[config.mk]
export PLATFORM = sky130hd
export DESIGN_NAME = coh_ctrl
export DESIGN_NICKNAME = d
export VERILOG_FILES = /design/src/rtl/coh_pkg.sv /design/src/rtl/coh_state_table.sv /design/src/rtl/coh_snoop_resp.sv /design/src/rtl/coh_req_fsm.sv /design/src/rtl/coh_ctrl.sv
export SDC_FILE = /design/constraint.sdc
export NUM_CORES = 1
export LEC_CHECK = 0
export BUFFER_PORTS_ARGS = -buffer_cell sky130_fd_sc_hd__buf_2
export CAP_MARGIN = 30
export CELL_PAD_IN_SITES_DETAIL_PLACEMENT = 0
export CELL_PAD_IN_SITES_GLOBAL_PLACEMENT = 1
export CORE_UTILIZATION = 25
export DETAILED_ROUTE_END_ITERATION = 16
export GPL_TIMING_DRIVEN = 0
export PLACE_DENSITY_LB_ADDON = 0.1
export SETUP_SLACK_MARGIN = 0.1
export SLEW_MARGIN = 20
export SYNTH_ARGS = -nofsm -noshare
export SYNTH_HDL_FRONTEND = slang
export SYNTH_SLANG_ARGS = --single-unit
[constraint.sdc]
create_clock -name clk -period 3 [get_ports clk]
set_clock_uncertainty 0.15 [all_clocks]
set_input_delay 0.3 -clock clk [delete_from_list [all_inputs] [get_ports clk]]
set_output_delay 0.3 -clock clk [all_outputs]
set_load 0.02 [all_outputs]
[src/rtl/coh_pkg.sv]
package coh_pkg;

    typedef enum logic [1:0] {
        ST_I = 2'd0,
        ST_S = 2'd1,
        ST_E = 2'd2,
        ST_M = 2'd3
    } mesi_t;

    typedef enum logic [1:0] {
        OP_RD  = 2'd0,
        OP_WR  = 2'd1,
        OP_EV  = 2'd2,
        OP_NOP = 2'd3
    } lop_t;

    typedef enum logic [2:0] {
        BC_NONE = 3'd0,
        BC_RD   = 3'd1,
        BC_RDX  = 3'd2,
        BC_UPGR = 3'd3,
        BC_UPD  = 3'd4,
        BC_WB   = 3'd5
    } bcmd_t;

    // Bus work needed by a local operation on a line in state st.
    function automatic bcmd_t local_cmd(lop_t op, mesi_t st, logic upd);
        bcmd_t c;
        c = BC_NONE;
        unique case (op)
            OP_RD: if (st == ST_I) c = BC_RD;
            OP_WR: begin
                if (st == ST_S || st == ST_I) begin
                    if (upd)              c = BC_UPD;
                    else if (st == ST_S)  c = BC_UPGR;
                    else                  c = BC_RDX;
                end
            end
            OP_EV: if (st == ST_M) c = BC_WB;
            default: c = BC_NONE;
        endcase
        return c;
    endfunction

    // Line state once the local operation completes.
    function automatic mesi_t local_next(lop_t op, mesi_t st, logic upd, logic shr);
        mesi_t n;
        n = st;
        unique case (op)
            OP_RD: if (st == ST_I) n = shr ? ST_S : ST_E;
            OP_WR: begin
                if (st == ST_E || st == ST_M) n = ST_M;
                else if (upd)                 n = shr ? ST_S : ST_M;
                else                          n = ST_M;
            end
            OP_EV: n = ST_I;
            default: n = st;
        endcase
        return n;
    endfunction

endpackage

[src/rtl/coh_state_table.sv]
module coh_state_table
    import coh_pkg::*;
#(
    parameter int NUM_LINES = 16,
    localparam int IDX_W = $clog2(NUM_LINES)
) (
    input  logic             clk,
    input  logic             rst_n,
    input  logic             lwe,
    input  logic [IDX_W-1:0] lidx,
    input  mesi_t            lst,
    input  logic             swe,
    input  logic [IDX_W-1:0] sidx,
    input  mesi_t            sst,
    input  logic [IDX_W-1:0] ridx_a,
    output mesi_t            rd_a,
    input  logic [IDX_W-1:0] ridx_b,
    output mesi_t            rd_b,
    output mesi_t            states [NUM_LINES]
);

    mesi_t line_q [NUM_LINES];

    // Local completion wins over a snoop to the same line in one cycle.
    for (genvar g = 0; g < NUM_LINES; g++) begin : g_line
        always_ff @(posedge clk or negedge rst_n) begin
            if (!rst_n)
                line_q[g] <= ST_I;
            else if (lwe && lidx == IDX_W'(g))
                line_q[g] <= lst;
            else if (swe && sidx == IDX_W'(g))
                line_q[g] <= sst;
        end
    end

    assign rd_a   = line_q[ridx_a];
    assign rd_b   = line_q[ridx_b];
    assign states = line_q;

endmodule

[src/rtl/coh_snoop_resp.sv]
module coh_snoop_resp
    import coh_pkg::*;
(
    input  logic  snp_valid,
    input  bcmd_t snp_cmd,
    input  mesi_t cur,
    output logic  shared,
    output logic  supply,
    output logic  take_upd,
    output logic  we,
    output mesi_t nxt
);

    always_comb begin
        shared   = 1'b0;
        supply   = 1'b0;
        take_upd = 1'b0;
        nxt      = cur;
        if (snp_valid) begin
            unique case (snp_cmd)
                BC_RD: begin
                    shared = (cur != ST_I);
                    supply = (cur == ST_M);
                    if (cur == ST_M || cur == ST_E) nxt = ST_S;
                end
                BC_RDX: begin
                    supply = (cur == ST_M);
                    nxt    = ST_I;
                end
                BC_UPGR: nxt = ST_I;
                BC_UPD: begin
                    shared   = (cur != ST_I);
                    take_upd = (cur != ST_I);
                    supply   = (cur == ST_M);
                    if (cur == ST_M || cur == ST_E) nxt = ST_S;
                end
                default: nxt = cur;
            endcase
        end
        we = snp_valid && (nxt != cur);
    end

    always_comb begin
        if (supply) begin
            assert_supply_owner_R7: assert (cur == ST_M);
        end
    end

endmodule

[src/rtl/coh_req_fsm.sv]
module coh_req_fsm
    import coh_pkg::*;
#(
    parameter int IDX_W = 4
) (
    input  logic             clk,
    input  logic             rst_n,
    input  logic             loc_req,
    input  lop_t             loc_op,
    input  logic [IDX_W-1:0] loc_idx,
    input  logic             loc_upd,
    input  mesi_t            cur_st,
    input  logic             snp_same,
    input  logic             bus_gnt,
    input  logic             bus_shared_in,
    output logic             loc_ready,
    output logic             loc_done,
    output logic             loc_hit,
    output mesi_t            loc_state,
    output logic             bus_req,
    output bcmd_t            bus_cmd,
    output logic [IDX_W-1:0] req_idx,
    output logic             lwe,
    output mesi_t            lst
);

    typedef enum logic [1:0] {
        FS_IDLE = 2'd0,
        FS_REQ  = 2'd1,
        FS_DONE = 2'd2
    } fs_t;

    fs_t              fs_q, fs_d;
    lop_t             op_q;
    logic             upd_q;
    logic [IDX_W-1:0] idx_q;
    logic             hit_q;
    mesi_t            res_q;
    bcmd_t            act;
    logic             complete;

    // Decision is recomputed from the live line state every cycle.
    always_comb begin
        act      = local_cmd(op_q, cur_st, upd_q);
        complete = (fs_q == FS_REQ) && ((act == BC_NONE) ? !snp_same : bus_gnt);
        lst      = local_next(op_q, cur_st, upd_q, (act != BC_NONE) && bus_shared_in);
    end

    always_comb begin
        fs_d = fs_q;
        unique case (fs_q)
            FS_IDLE: if (loc_req)  fs_d = FS_REQ;
            FS_REQ:  if (complete) fs_d = FS_DONE;
            FS_DONE: fs_d = FS_IDLE;
            default: fs_d = FS_IDLE;
        endcase
    end

    always_ff @(posedge clk or negedge rst_n) begin
        if (!rst_n) fs_q <= FS_IDLE;
        else        fs_q <= fs_d;
    end

    always_ff @(posedge clk or negedge rst_n) begin
        if (!rst_n) begin
            op_q  <= OP_NOP;
            upd_q <= 1'b0;
            idx_q <= '0;
            hit_q <= 1'b0;
            res_q <= ST_I;
        end else begin
            if (fs_q == FS_IDLE && loc_req) begin
                op_q  <= loc_op;
                upd_q <= loc_upd;
                idx_q <= loc_idx;
            end
            if (complete) begin
                hit_q <= (act == BC_NONE);
                res_q <= lst;
            end
        end
    end

    always_comb begin
        loc_ready = (fs_q == FS_IDLE);
        loc_done  = (fs_q == FS_DONE);
        loc_hit   = hit_q;
        loc_state = res_q;
        bus_req   = (fs_q == FS_REQ) && (act != BC_NONE);
        bus_cmd   = bus_req ? act : BC_NONE;
        req_idx   = idx_q;
        lwe       = complete;
    end

    assert_done_pulse_R12: assert property (@(posedge clk) disable iff (!rst_n)
        loc_done |=> !loc_done);

    assert_idx_hold_R12: assert property (@(posedge clk) disable iff (!rst_n)
        (bus_req && !bus_gnt) |=> $stable(req_idx));

    assert_silent_write_R4: assert property (@(posedge clk) disable iff (!rst_n)
        (fs_q == FS_REQ && op_q == OP_WR && (cur_st == ST_E || cur_st == ST_M)) |-> !bus_req);

endmodule

[src/rtl/coh_ctrl.sv]
module coh_ctrl
    import coh_pkg::*;
#(
    parameter int NUM_LINES = 16,
    localparam int IDX_W = $clog2(NUM_LINES)
) (
    input  logic             clk,
    input  logic             rst_n,
    input  logic             loc_req,
    input  logic [1:0]       loc_op,
    input  logic [IDX_W-1:0] loc_idx,
    input  logic             loc_upd_mode,
    output logic             loc_ready,
    output logic             loc_done,
    output logic             loc_hit,
    output logic [1:0]       loc_state,
    output logic             bus_req,
    output logic [2:0]       bus_cmd,
    output logic [IDX_W-1:0] bus_idx,
    input  logic             bus_gnt,
    input  logic             bus_shared_in,
    input  logic             snp_valid,
    input  logic [2:0]       snp_cmd,
    input  logic [IDX_W-1:0] snp_idx,
    output logic             snp_shared,
    output logic             snp_supply,
    output logic             snp_take_upd
);

    mesi_t            st_req, st_snp, lst, sst, loc_st_e;
    mesi_t            states [NUM_LINES];
    bcmd_t            bcmd_e;
    logic             lwe, swe, snp_same;
    logic [IDX_W-1:0] req_idx;

    assign snp_same = snp_valid && (snp_idx == req_idx);

    coh_req_fsm #(.IDX_W(IDX_W)) u_fsm (
        .clk           (clk),
        .rst_n         (rst_n),
        .loc_req       (loc_req),
        .loc_op        (lop_t'(loc_op)),
        .loc_idx       (loc_idx),
        .loc_upd       (loc_upd_mode),
        .cur_st        (st_req),
        .snp_same      (snp_same),
        .bus_gnt       (bus_gnt),
        .bus_shared_in (bus_shared_in),
        .loc_ready     (loc_ready),
        .loc_done      (loc_done),
        .loc_hit       (loc_hit),
        .loc_state     (loc_st_e),
        .bus_req       (bus_req),
        .bus_cmd       (bcmd_e),
        .req_idx       (req_idx),
        .lwe           (lwe),
        .lst           (lst)
    );

    coh_snoop_resp u_snp (
        .snp_valid (snp_valid),
        .snp_cmd   (bcmd_t'(snp_cmd)),
        .cur       (st_snp),
        .shared    (snp_shared),
        .supply    (snp_supply),
        .take_upd  (snp_take_upd),
        .we        (swe),
        .nxt       (sst)
    );

    coh_state_table #(.NUM_LINES(NUM_LINES)) u_tbl (
        .clk    (clk),
        .rst_n  (rst_n),
        .lwe    (lwe),
        .lidx   (req_idx),
        .lst    (lst),
        .swe    (swe),
        .sidx   (snp_idx),
        .sst    (sst),
        .ridx_a (req_idx),
        .rd_a   (st_req),
        .ridx_b (snp_idx),
        .rd_b   (st_snp),
        .states (states)
    );

    assign bus_cmd   = bcmd_e;
    assign bus_idx   = req_idx;
    assign loc_state = loc_st_e;

    assert_inval_drop_R8: assert property (@(posedge clk) disable iff (!rst_n)
        (snp_valid && (snp_cmd == BC_RDX || snp_cmd == BC_UPGR) && !(lwe && req_idx == snp_idx))
        |=> (states[$past(snp_idx)] == ST_I));

    assert_fill_R3: assert property (@(posedge clk) disable iff (!rst_n)
        (bus_req && bus_gnt && bus_cmd == BC_RD)
        |=> (states[$past(bus_idx)] == ($past(bus_shared_in) ? ST_S : ST_E)));

endmodule

; Word level (Yosys, flattened, before mapping)
; Index checks and enable logic that the tools add are counted.
; Widths: inputs -> output; s select.
[totals]
regBits = 44
latchBits = 0
ram_bits = 0
romBits = 0
in_bits = 20
wordCells = 207
memories = 0
[op_classes]
add_sub_neg = 0
mul = 0
div = 0
n_lt_le_gt_ge = 2
n_eq_ne = 47
shifts = 0
n_mux = 64
bitwise_logic = 2
n_reduce_logical = 70
[ops]
columns = operator, count
row1 = $mux 2, 45
row2 = $eq 4x4->1 const B, 16
row3 = $logic_and 1x1->1, 38
row4 = $reduce_bool 2->1, 17
row5 = $eq 4x3->1 const B, 8
row6 = $bmux 2 s4, 2
row7 = $eq 4x2->1 const B, 4
row8 = $eq 2x2->1 const B, 6
row9 = $mux 3, 4
row10 = $ge 5x5->1 const B, 2
row11 = $not 4->5, 2
row12 = $mux 1, 9
row13 = $pmux 3 s3, 1
row14 = $eq 4x1->1 const B, 2
row15 = $logic_not 4->1, 2
row16 = $pmux 2 s2, 2
row17 = $eq 2x1->1 const B, 3
row18 = $eq 3x2->1 const B, 2
row19 = $logic_not 2->1, 3
row20 = $pmux 2 s3, 1
row21 = $eq 4x4->1, 1
row22 = $reduce_or 2->1, 2
row23 = $eq 3x1->1 const B, 1
row24 = $eq 3x3->1 const B, 1
row25 = other kinds (9), 11

; Depth between registers and ports, before layout
[depth]
ltp_word = 16
depth_mapped = 10
mapped_depth_nobuf = 7

; Cells and area by module
; From an unflattened synthesis, not the netlist that was laid out.
[hier_totals]
cells_unflattened = 371
area_unflattened_um2 = 3333.2
[modules_own_cells]
columns = mod, n_inst, cells_per_inst, area_each_um2
row1 = coh_state_table, 1, 272, 2403.6
row2 = coh_req_fsm, 1, 67, 719.4
row3 = coh_snoop_resp, 1, 23, 145.1
row4 = coh_ctrl, 1, 9, 65.1

; Worst setup path before layout
; No wires, ideal clock.
[synth_path]
path_kind = reg2out
start = reg u_fsm.idx_q[0], in the netlist u_fsm.req_idx[0]
end = out bus_cmd[1]
t_arrival_ps = 2529
required_time_ps = 2550
path_slack_ps = 21
path_stages_with_launch = 8
path_buffers = 1
path_cell_list = dfrtp_1 -> buf_6 -> mux4_2 -> a22oi_2 -> nand3_2 -> nor3_1 -> nor2_1 -> nor4_1
[synth_via]
elab_chain_cells = 12
elab_cells_between_ends = 17
classes_between = eq/ne (2) / mux (10) / bitwise (1) / reduce/logical (4)
[synth_lines]
columns = item, line_no
row1 = from (decl), coh_req_fsm.sv:36  ; logic [IDX_W-1:0] idx_q;
row2 = from (signal assigned), coh_req_fsm.sv:75  ; idx_q <= loc_idx;
row3 = $not 4->5 (not written as such) (*), coh_state_table.sv:36  ; assign rd_a = line_q[ridx_a];
row4 = $bmux 2 s4 (*), coh_state_table.sv:36
row5 = $mux 2 (not written as such) (*) (2 in series), coh_state_table.sv:36
row6 = $eq 2x1->1, "coh_pkg.sv:33, coh_pkg.sv:35"
row7 = $mux 1, coh_pkg.sv:35  ; else if (st == ST_S) c = BC_UPGR;
row8 = $mux 3, coh_pkg.sv:34  ; if (upd) c = BC_UPD;
row9 = $mux 3, coh_pkg.sv:33  ; if (st == ST_S || st == ST_I) begin
row10 = $pmux 3 s3 (*), coh_pkg.sv:30  ; unique case (op)
row11 = $reduce_bool 3->1, coh_req_fsm.sv:89  ; bus_req = (fs_q == FS_REQ) && (act != BC_NONE);
row12 = $logic_and 1x1->1, coh_req_fsm.sv:89
row13 = $mux 3 (*), coh_req_fsm.sv:90  ; bus_cmd = bus_req ? act : BC_NONE;
row14 = to (decl), coh_ctrl.sv:18  ; output logic [2:0] bus_cmd,
; Every way passes the cells marked *; elsewhere a longest branch is shown, timed or not. The select of a mux whose other input is x is not followed.

; Worst setup path after layout
[layout_path]
start = reg u_fsm.idx_q[0], in the netlist u_fsm.req_idx[0]
end = reg u_tbl.line_q, in the netlist u_tbl.states[3]
[layout_via]
elab_chain_cells = 16
elab_cells_between_ends = 34
classes_between = eq/ne (5) / mux (17) / bitwise (1) / reduce/logical (11)
[layout_lines]
columns = item, line_no
row1 = $not 4->5 (not written as such), coh_state_table.sv:36
row2 = $bmux 2 s4, coh_state_table.sv:36
row3 = $mux 2 (not written as such) (2 in series), coh_state_table.sv:36
row4 = $eq 2x1->1, "coh_pkg.sv:33, coh_pkg.sv:35"
row5 = $mux 1, coh_pkg.sv:35
row6 = $mux 3, coh_pkg.sv:34
row7 = $mux 3, coh_pkg.sv:33
row8 = $pmux 3 s3, coh_pkg.sv:30
row9 = $reduce_bool 3->1, coh_req_fsm.sv:46  ; lst = local_next(op_q, cur_st, upd_q, (act != BC_NONE) && bus_shared_in);
row10 = $logic_and 1x1->1, coh_req_fsm.sv:46
row11 = $mux 2 (2 in series), coh_pkg.sv:53  ; else if (upd) n = shr ? ST_S : ST_M;
row12 = $mux 2, coh_pkg.sv:52  ; if (st == ST_E || st == ST_M) n = ST_M;
row13 = $pmux 2 s3, coh_pkg.sv:49  ; unique case (op)
row14 = $mux 2, coh_state_table.sv:29  ; else if (lwe && lidx == IDX_W'(g))
row15 = "to (signal, indexed assignment)", coh_state_table.sv:30  ; line_q[g] <= lst;
row16 = "to (signal, indexed assignment)", coh_state_table.sv:32  ; line_q[g] <= sst;
row17 = to (decl), coh_state_table.sv:22  ; mesi_t line_q [NUM_LINES];
; Several ways; a longest one is shown, not always the timed one. The select of a mux whose other input is x is not followed.
; A chain may end at the register's enable or synchronous reset.

==> metrics <==
status complete, but fails checks; failing checks negative setup slack; area share of the largest cell type after synthesis 30.79%; Max Transition Viols Final 0; antenna-violating nets left 0; Commonest cells post-synth 56 x mux2i_1, 42 x dfrtp_1, 27 x nand2_1, 25 x a21oi_1, 16 x o21ai_0; final instance area 4467 sq um; Final Non-Filler Cells 556; multi-input logic area 2346 sq um; Storage cell area 1106 sq um; MaxCap Viol Count 0; worst reg2reg path depth 10; fillers 1,347; ys flop type dfrtp_1; WP data required 3.07 ns; r2r setup slk -0.04 ns; synthesis warning total 0; antenna fix cells 0; Clock Pin Slew Worst Setup and Hold Paths 0.07 ns; die area 14,120 sq um; GPL Wtd Cong 0.7355; gr ovfl total 0; IO Pins 36; fin worst setup slack -0.03510 ns; largest fanout on the critical path 6; Critical R2R Capture u_tbl.states[3]; Post-synth EDFFs 0; post-detail-place hpwl 8551 microns; hold wc startpoint loc_op[0]; dpl cells 526; pre-CTS setup slack -0.3520 ns; largest area contributor in the netlist dfrtp_1; CP Launch Type flip-flop; critical path arrival 3.10 ns; Setup TNS -0.1908 ns; Die H 118.8 microns; mean area per synthesized cell 10.67 sq um; final design utilization 33.60%; largest net degree at the start of global routing 45; initial core utilization 25.67%; Hold Path Class in2reg; sequential share of the synthesized area 32.33%; area of the core 13,300 sq um; Hold Vio Cnt, Final 0; Worst Hold End u_fsm.op_q[0]; Fin Hold WS 0.06673 ns; placed standard-cell area 3794 sq um; Slew HR 57.81%; CTS Root Cell clkbuf_16; maximum clock insertion buffer count 2; total wire length 11,820 microns; vias in the first global route 2,875; Max Freq 329.5 MHz; initial antenna violation count 0; syn_nets 340; Slew @ Worst Pin 0.6328 ns; vias per cell 5.112; Cell variety after synth 54; Gate Count Post-Synth 320; routed via count 2,842; top post-synthesis cells by area dfrtp_1 31%, mux2i_1 16%, mux4_2 7.3%; Crit Path Category reg2reg; RSZ-0062 raised after global routing true; clk_lat worst skew 0.30 ns; CTS sink count 44; most numerous cell in the Yosys netlist mux2i_1; CTS tree built; Syn Std Cell Area 3413 sq um; Crit. End Element flip-flop; Nets 399; gr usage total 17.56%; Pwr per Cell Area 1297 nW/um^2; number of port buffers 30; total CTS buffers 5; number of detailed-route iterations in the first pass 4; Yosys reg bits 44; htree depth 2; total power 5.794 mW; first-pass GRT wire length 18,090 microns; post-synthesis async set-or-reset flop share 100.0%; area grow syn2layout 30.86%; P_leak 1.550 nW; Residual DRC 0; routed len/inst 21.26 microns; FP Rows 42; Die Span X 118.8 microns; DRT iter0 DRCs 168; final setup fails 8; fin crit period 3.035 ns; worst r2r src u_fsm.req_idx[0]; final worst path period share 101.2%; WHS Path Cells 3; share of layout cells above drive strength 1 37.11%; maximum VDD drop 0.6071 mV
power by group:
part	switching, mW	leakage (nW)	internal (mW)	total (mW)
combinational	2.01	0.970	1.82	3.83
clock	0.263	0.0911	0.479	0.742
sequential	0.332	0.489	0.894	1.23
how the worst max path moves through the flow:
stage                      from               end  slack [ns]  cells after the start
2_1_floorplan  u_fsm.req_idx[0]   u_tbl.states[0]        0.16                     10
3_3_place_gp         snp_idx[1]   u_tbl.states[4]       -0.36                      9
3_5_place_dp   u_fsm.req_idx[2]  u_tbl.states[18]       -0.35                      7
4_1_cts        u_fsm.req_idx[0]        bus_cmd[1]       -0.07                      9
5_1_grt        u_fsm.req_idx[0]        bus_cmd[1]       -0.17                     10
6_report       u_fsm.req_idx[0]   u_tbl.states[3]       -0.04                     10
flip-flops by register name, indices dropped and copies added (netlist names):
register and cells:
u_tbl.states 32, u_fsm.req_idx 4, u_fsm.fs_q 2, u_fsm.loc_state 2, u_fsm.op_q 2, u_fsm.loc_hit 1, u_fsm.upd_q 1
cell type report:
type / count / area share (%)
Sequential cell: 44 / 24.76
Buffer: 22 / 4.454
Clock buffer: 6 / 2.885
Inverter: 4 / 0.3361
Clock inverter: 2 / 1.345
Tap cell: 176 / 4.930
Multi-Input combinational cell: 250 / 52.52
Timing Repair Buffer: 52 / 8.768
critical path, cell delays in order, from the launching register on:
cell and delay (ns):
dfrtp_2 0.44, buf_6 0.13, mux4_2 0.54, mux2i_4 0.24, o22ai_4 0.13, and3_4 0.19, or3_4 0.41, buf_12 0.16
buf_12 0.14, a21oi_4 0.22, mux2i_1 0.21
placed cells by master (no fill, tap or decap), types with 3 or more instances in the layout:
cell type	instances
mux2i_1	54
dfrtp_1	40
buf_2	30
nand2_1	26
a21oi_4	18
a21oi_1	16
o21ai_0	15
buf_4	15
mux4_2	13
nand2b_1	11
nor2_1	10
mux2_2	10
clkbuf_1	9
nand3_1	9
buf_6	9
a211oi_1	5
clkbuf_16	5
buf_12	4
inv_1	4
nand3b_1	4
nor3_1	4
clkbuf_8	3
mux4_1	3
nor3b_1	3
xnor2_1	3
xor2_1	3
and2_1	3
metal layers:
layer  routed length, microns  track usage [%]  vias up
met5                        0                0        -
met4                      106            3.956        0
met3                      481            3.640       10
met2                     5606            26.94       56
met1                     5627            25.25     1459
li1                         -                -     1317
kinds of logic (layout without fill, tap and decap cells):
kind of cell | after synthesis | after routing | share of synthesized area, %
XOR/XNOR | 6 | 6 | 1.540
flip-flops | 44 | 44 | 32.33
AO/OA/AOI/OAI | 73 | 73 | 16.35
AND/OR/NAND/NOR | 89 | 89 | 13.64
buffers and inverters | 26 | 86 | 5.315
multiplexers | 82 | 82 | 30.83
timing repair:
item / CTS / global route
pin swaps: 21 / 13
hold buffers: 1 / 0
hold endpoints to repair: 42 / 0
gates resized for setup: 53 / 17
setup endpoints to repair: 41 / 40
setup buffers: 13 / 7
gates cloned: 2 / 0
No activity file was read; power rests on OpenSTA's default activity.
